`config.mk`:
```
export PLATFORM = sky130hd
export DESIGN_NAME = loop_fetch_buf
export DESIGN_NICKNAME = d
export VERILOG_FILES = /design/src/rtl/lbuf_pkg.sv /design/src/rtl/lbuf_store.sv /design/src/rtl/lbuf_ctrl.sv /design/src/rtl/loop_fetch_buf.sv
export SDC_FILE = /design/constraint.sdc
export NUM_CORES = 1
export LEC_CHECK = 0
export ABC_AREA = 1
export ABC_CLOCK_PERIOD_IN_PS = 4300
export BUFFER_PORTS_ARGS = -buffer_cell sky130_fd_sc_hd__buf_2
export CORE_MARGIN = 3
export CORE_UTILIZATION = 64
export CTS_BUF_LIST = sky130_fd_sc_hd__clkbuf_8
export DETAILED_ROUTE_END_ITERATION = 10
export PLACE_DENSITY = 0.83
export REMOVE_ABC_BUFFERS = 1
export SYNTH_ARGS = -nofsm -noshare
export SYNTH_HDL_FRONTEND = slang
export SYNTH_HIERARCHICAL = 1
export SYNTH_SLANG_ARGS = --single-unit
```
`constraint.sdc`:
```
create_clock -name clk -period 4.3 [get_ports clk]
set_clock_uncertainty 0.1 [all_clocks]
set_input_delay 0.215 -clock clk [delete_from_list [all_inputs] [get_ports clk]]
set_output_delay 0.215 -clock clk [all_outputs]
set_load 0.005 [all_outputs]
```
`src/rtl/lbuf_pkg.sv`:
```
package lbuf_pkg;
    typedef enum logic [1:0] {
        S_REQ  = 2'd0,
        S_WAIT = 2'd1,
        S_OUT  = 2'd2
    } fetch_st_t;
endpackage

```
`src/rtl/lbuf_store.sv`:
```
// Circular store for one contiguous run of fetched words, with
// NPORT combinational address lookups against that run.
module lbuf_store #(
    parameter int ADDR_W = 16,
    parameter int INSN_W = 32,
    parameter int DEPTH  = 8,
    parameter int NPORT  = 2,
    parameter logic [ADDR_W-1:0] RESET_PC = 'h0100,
    localparam int IDX_W = $clog2(DEPTH),
    localparam int CNT_W = IDX_W + 1
) (
    input  logic                         clk,
    input  logic                         rst_n,
    input  logic                         app_en,
    input  logic [INSN_W-1:0]            app_data,
    input  logic                         clr_en,
    input  logic [ADDR_W-1:0]            clr_base,
    input  logic [NPORT-1:0][ADDR_W-1:0] rd_addr,
    output logic [NPORT-1:0]             rd_hit,
    output logic [NPORT-1:0][INSN_W-1:0] rd_data,
    output logic [CNT_W-1:0]             cnt
);
    logic [INSN_W-1:0] mem_q [DEPTH];
    logic [IDX_W-1:0]  head_q;
    logic [CNT_W-1:0]  cnt_q;
    logic [ADDR_W-1:0] base_q;
    logic              full;
    logic [IDX_W-1:0]  wr_idx;

    assign full   = (cnt_q == CNT_W'(DEPTH));
    assign wr_idx = head_q + cnt_q[IDX_W-1:0];
    assign cnt    = cnt_q;

    always_ff @(posedge clk) begin
        if (app_en) mem_q[wr_idx] <= app_data;
    end

    always_ff @(posedge clk) begin
        if (!rst_n) begin
            head_q <= '0;
            cnt_q  <= '0;
            base_q <= RESET_PC;
        end else if (clr_en) begin
            head_q <= '0;
            cnt_q  <= '0;
            base_q <= clr_base;
        end else if (app_en) begin
            if (full) begin
                head_q <= head_q + 1'b1;
                base_q <= base_q + 1'b1;
            end else begin
                cnt_q  <= cnt_q + 1'b1;
            end
        end
    end

    for (genvar p = 0; p < NPORT; p++) begin : g_look
        logic [ADDR_W-1:0] off;
        logic [IDX_W-1:0]  rd_idx;
        assign off        = rd_addr[p] - base_q;
        assign rd_idx     = head_q + off[IDX_W-1:0];
        assign rd_hit[p]  = (off < ADDR_W'(cnt_q));
        assign rd_data[p] = mem_q[rd_idx];
    end
endmodule

```
`src/rtl/lbuf_ctrl.sv`:
```
// Fetch controller: program counter, presented word and state machine.
module lbuf_ctrl
    import lbuf_pkg::*;
#(
    parameter int ADDR_W = 16,
    parameter int INSN_W = 32,
    parameter logic [ADDR_W-1:0] RESET_PC = 'h0100
) (
    input  logic              clk,
    input  logic              rst_n,
    input  logic              br_valid,
    input  logic [ADDR_W-1:0] br_target,
    input  logic              dec_ready,
    input  logic              mem_req_ready,
    input  logic              mem_rsp_valid,
    input  logic [INSN_W-1:0] mem_rsp_data,
    input  logic              tgt_hit,
    input  logic [INSN_W-1:0] tgt_data,
    input  logic              nxt_hit,
    input  logic [INSN_W-1:0] nxt_data,
    output logic [ADDR_W-1:0] pc,
    output logic              app_en,
    output logic              clr_en,
    output logic              insn_valid,
    output logic [INSN_W-1:0] insn_data,
    output logic              mem_req_valid,
    output logic              mem_rsp_ready
);
    fetch_st_t         state_q, state_d;
    logic [ADDR_W-1:0] pc_q, pc_d;
    logic [INSN_W-1:0] insn_q, insn_d;

    // state register
    always_ff @(posedge clk) begin
        if (!rst_n) state_q <= S_REQ;
        else        state_q <= state_d;
    end

    always_ff @(posedge clk) begin
        if (!rst_n) begin
            pc_q   <= RESET_PC;
            insn_q <= '0;
        end else begin
            pc_q   <= pc_d;
            insn_q <= insn_d;
        end
    end

    // transitions
    always_comb begin
        state_d = state_q;
        pc_d    = pc_q;
        insn_d  = insn_q;
        app_en  = 1'b0;
        clr_en  = 1'b0;
        unique case (state_q)
            S_REQ: begin
                if (mem_req_ready) state_d = S_WAIT;           // T_GRANT
            end
            S_WAIT: begin
                if (mem_rsp_valid) begin                       // T_RESP
                    app_en  = 1'b1;
                    insn_d  = mem_rsp_data;
                    state_d = S_OUT;
                end
            end
            S_OUT: begin
                if (br_valid) begin
                    pc_d = br_target;
                    if (tgt_hit) begin                         // T_HIT
                        insn_d = tgt_data;
                    end else begin                             // T_MISS
                        clr_en  = 1'b1;
                        state_d = S_REQ;
                    end
                end else if (dec_ready) begin
                    pc_d = pc_q + 1'b1;
                    if (nxt_hit) insn_d  = nxt_data;           // T_SEQ_BUF
                    else         state_d = S_REQ;              // T_SEQ_MEM
                end
            end
            default: state_d = S_REQ;
        endcase
    end

    // outputs
    always_comb begin
        pc            = pc_q;
        insn_data     = insn_q;
        insn_valid    = (state_q == S_OUT);
        mem_req_valid = (state_q == S_REQ);
        mem_rsp_ready = (state_q == S_WAIT);
    end
endmodule

```
`src/rtl/loop_fetch_buf.sv`:
```
module loop_fetch_buf #(
    parameter int ADDR_W = 16,
    parameter int INSN_W = 32,
    parameter int DEPTH  = 8,
    parameter logic [ADDR_W-1:0] RESET_PC = 'h0100,
    localparam int CNT_W = $clog2(DEPTH) + 1
) (
    input  logic              clk,
    input  logic              rst_n,
    input  logic              br_valid,
    input  logic [ADDR_W-1:0] br_target,
    input  logic              dec_ready,
    output logic              insn_valid,
    output logic [ADDR_W-1:0] insn_addr,
    output logic [INSN_W-1:0] insn_data,
    output logic              mem_req_valid,
    output logic [ADDR_W-1:0] mem_req_addr,
    input  logic              mem_req_ready,
    input  logic              mem_rsp_valid,
    output logic              mem_rsp_ready,
    input  logic [INSN_W-1:0] mem_rsp_data
);
    logic [ADDR_W-1:0]         pc;
    logic                      app_en, clr_en;
    logic [1:0][ADDR_W-1:0]    look_addr;
    logic [1:0]                look_hit;
    logic [1:0][INSN_W-1:0]    look_data;
    logic [CNT_W-1:0]          buf_cnt;

    assign look_addr[0] = br_target;
    assign look_addr[1] = pc + 1'b1;
    assign insn_addr    = pc;
    assign mem_req_addr = pc;

    lbuf_store #(
        .ADDR_W(ADDR_W), .INSN_W(INSN_W), .DEPTH(DEPTH),
        .NPORT(2), .RESET_PC(RESET_PC)
    ) u_store (
        .clk(clk), .rst_n(rst_n),
        .app_en(app_en), .app_data(mem_rsp_data),
        .clr_en(clr_en), .clr_base(br_target),
        .rd_addr(look_addr), .rd_hit(look_hit), .rd_data(look_data),
        .cnt(buf_cnt)
    );

    lbuf_ctrl #(
        .ADDR_W(ADDR_W), .INSN_W(INSN_W), .RESET_PC(RESET_PC)
    ) u_ctrl (
        .clk(clk), .rst_n(rst_n),
        .br_valid(br_valid), .br_target(br_target), .dec_ready(dec_ready),
        .mem_req_ready(mem_req_ready), .mem_rsp_valid(mem_rsp_valid),
        .mem_rsp_data(mem_rsp_data),
        .tgt_hit(look_hit[0]), .tgt_data(look_data[0]),
        .nxt_hit(look_hit[1]), .nxt_data(look_data[1]),
        .pc(pc), .app_en(app_en), .clr_en(clr_en),
        .insn_valid(insn_valid), .insn_data(insn_data),
        .mem_req_valid(mem_req_valid), .mem_rsp_ready(mem_rsp_ready)
    );
endmodule

```
==> reports/results.txt <==
status: complete, no violations
mapped cell area: 19200 um^2
pin count of the biggest net entering global routing: 114
input/output buffers: 120
DRC Markers: 0
Max Fclk: 254 MHz
first-pass GRT wire length: 79100 um
Worst Path Required: 4.74 ns
GP Congestion: 0.927
number of flops mapped to enable cells by yosys: 256
Worst Reg-to-Reg Cells: 21
sequential area share after synthesis: 47.7%
YS warnings: 6
maximum VDD drop: 0.402 mV
Post-Place Cells: 2774
deepest level of the CTS H-tree: 2
Final min period: 3.93 ns
Critical R2R Launch: u_ctrl/pc[1]
syn avg cell area: 8.06 um^2
clk root buf: clkbuf_8
gr usage total: 30.8%
DIE AREA: 32100 um^2
worst-margin pin slew: 1.23 ns
CTS tree: done
vias in the first global route: 16000
area of the multi-input gates: 8460 um^2
chip width: 179 um
Hold Fails Final Rpt: 0
startpoint types: register
Post-CTS Setup Repair Bufs: 0
final period utilization: 91.5%
initial antenna violation count: 2
clk slew on worst S/H paths: 0.06 ns
Power Density: 560 nW/um^2
final core utilization: 74.5%
# IOs: 121
CTS Buffer Depth: 3
setup violators final: 0
worst hold-check path type: in -> reg
Final Net Count: 2605
ys flop type: edfxtp_1
Initial Utilization: 65.9%
Worst EP arrival: 4.38 ns
Crit. Startpoint: u_ctrl/pc[1]
Leakage Power: 9.22 nW
CP Cell Sequence: ha_1 > nand3_2 > inv_2 > nand2_2 > o21ai_1 > nand2_1 > ha_1 > a21oi_1 > nand2_1 > a21oi_1 > nand2_1 > nand2_1 > nand2_1 > nor2_1 > nand2_1 > nor2_1 > a21oi_2 > nor3_4 > buf_4 > o21ai_0 > nor2_1
Std-Cell Rows: 62
Cells after Synth: 2381
Slew Viols, Final: 0
most used cell, CP: nand2_1
asr flop ratio synth: 0%
Routed Wire Length: 50100 um
setup slack, reg-to-reg: 0.37 ns
commonest non-fill, non-tap cell in the layout: nand2_1
Slew Limit Headroom: 17.5%
CP Capture Type: register
placed standard-cell area: 20100 um^2
Die H: 179 um
Storage cell area: 9150 um^2
via count: 17300
Setup TNS: 0 ns
Detail Route Antenna Nets: 0
total grt overflow: 0
core area: 29100 um^2
worst r2r dst: u_ctrl/insn_data[23]
worst stage delay on the critical path: 0.53 ns
Synth Register Bits: 329
Starting DRT DRC Count: 1793
max_cap viols: 0
DRT Pass-1 Iters: 5
crit-path max FO: 17
Worst-Skew Late Latency: 0.62 ns
P&R area growth vs syn: 12.9%
Vias per Instance: 5.93
final std cells w/o fill: 2926
share of cells above drive strength 1: 10.9%
critical path type: reg -> reg
DP Wirelength: 30600 um
Netlist cell types: 45
hold path depth: 3
critical path's slowest cell: dfxtp_1
RSZ-0062 raised after global routing: no
Clock Sinks: 329
most frequent cells in the layout: nand2_1, inv_1, edfxtp_1, nor2_1, o21ai_0
TritonCTS buffer count: 54
Critical Path Sink: u_ctrl/insn_data[23]
Avg WL per Cell: 17.1 um
design area: 21700 um^2
Fill cells: 2179
hold slack: 0.0455 ns
==> cell usage after synthesis (all sizes together) (11+ instances only) <==
| master | instances | area share (%) |
|---|---|---|
| a21oi | 188 | 5.0 |
| a31oi | 74 | 2.4 |
| buf | 56 | 1.8 |
| clkbuf | 85 | 1.7 |
| dfxtp | 73 | 7.6 |
| edfxtp | 256 | 40 |
| ha | 50 | 3.3 |
| inv | 275 | 5.4 |
| nand2 | 586 | 12 |
| nand3 | 97 | 2.6 |
| nand3b | 12 | 0.47 |
| nand4 | 12 | 0.39 |
| nor2 | 227 | 4.7 |
| nor3 | 11 | 0.35 |
| o211ai | 128 | 5.0 |
| o21ai | 198 | 5.2 |
| xor2 | 21 | 1.0 |
==> flip-flops by register name (all words and copies together), names as in the netlist <==
| register | cells |
|---|---|
| u_store/base_q | 16 |
| u_ctrl/pc | 16 |
| u_ctrl/state_q | 2 |
| u_store/mem_q | 256 |
| u_store/cnt | 4 |
| u_ctrl/insn_data | 32 |
| u_store/head_q | 3 |
==> worst min-delay path by stage <==
stage                        startpoint                   to  slack, ns
finish                         br_valid         u_ctrl/pc[1]       0.05
global route                   br_valid         u_ctrl/pc[1]       0.05
CTS                            br_valid         u_ctrl/pc[1]      0.002
detailed placement  u_ctrl/insn_data[7]  u_ctrl/insn_data[7]       0.38
global placement    u_ctrl/insn_data[8]  u_ctrl/insn_data[8]       0.37
floorplan               mem_rsp_data[0]  u_store/mem_q[0][0]       0.21
==> kinds of logic after synthesis <==
group / count (synthesis) / synth area share (%)
flip-flops: 329 / 47.7
XOR/XNOR: 30 / 1.45
AND/OR/NAND/NOR: 950 / 20.2
buffers and inverters: 418 / 8.85
AO/OA/AOI/OAI: 599 / 18.0
adder cells (fa/ha/maj): 55 / 3.78
==> per-stage QoR <==
step                power, mW  worst slack [ns]
floorplan                7.79             -1.51
global placement         9.23             0.448
detailed placement       9.39             0.324
CTS                      12.1             0.340
global route             13.0            0.0511
finish                   12.1             0.366
==> where the power goes <==
group	internal, mW	total, mW	switching [mW]
logic	1.97	5.60	3.63
clock network	1.37	2.64	1.27
registers	3.68	3.87	0.198
==> worst max-delay path: cells and delay by family, from the launching register on <==
| kind | cells | cell delay (ns) |
|---|---|---|
| AO/OA/AOI/OAI | 5 | 0.87 |
| adder cells (fa/ha/maj) | 2 | 0.65 |
| buffers and inverters | 2 | 0.41 |
| flip-flops | 1 | 0.53 |
| AND/OR/NAND/NOR | 12 | 1.33 |
==> layer usage <==
metal / vias up / part of all wire [%] / GRT usage (%)
li1: 8312 / - / -
met1: 8015 / 41 / 41.6
met2: 889 / 47 / 51.2
met3: 119 / 9.5 / 4.57
met4: 2 / 2.6 / 10.2
met5: - / 0.026 / 0
==> what timing repair did <==
action,4_1_cts,5_1_grt
hold buffers,50,0
hold endpoints to repair,316,0
endpoints found under the setup margin,0,7
resized for setup,0,2
==> final cells by class <==
class / instances / area share (%)
diodes: 1 / 0.0116
clock buffers: 64 / 4.07
clock inverters: 37 / 0.832
inverters: 277 / 4.81
multi-input cells: 1634 / 39.1
flip-flops and latches: 329 / 42.2
well taps: 384 / 2.22
repair buffers: 200 / 6.76
Note: power is estimated with default switching activity, not from simulation.
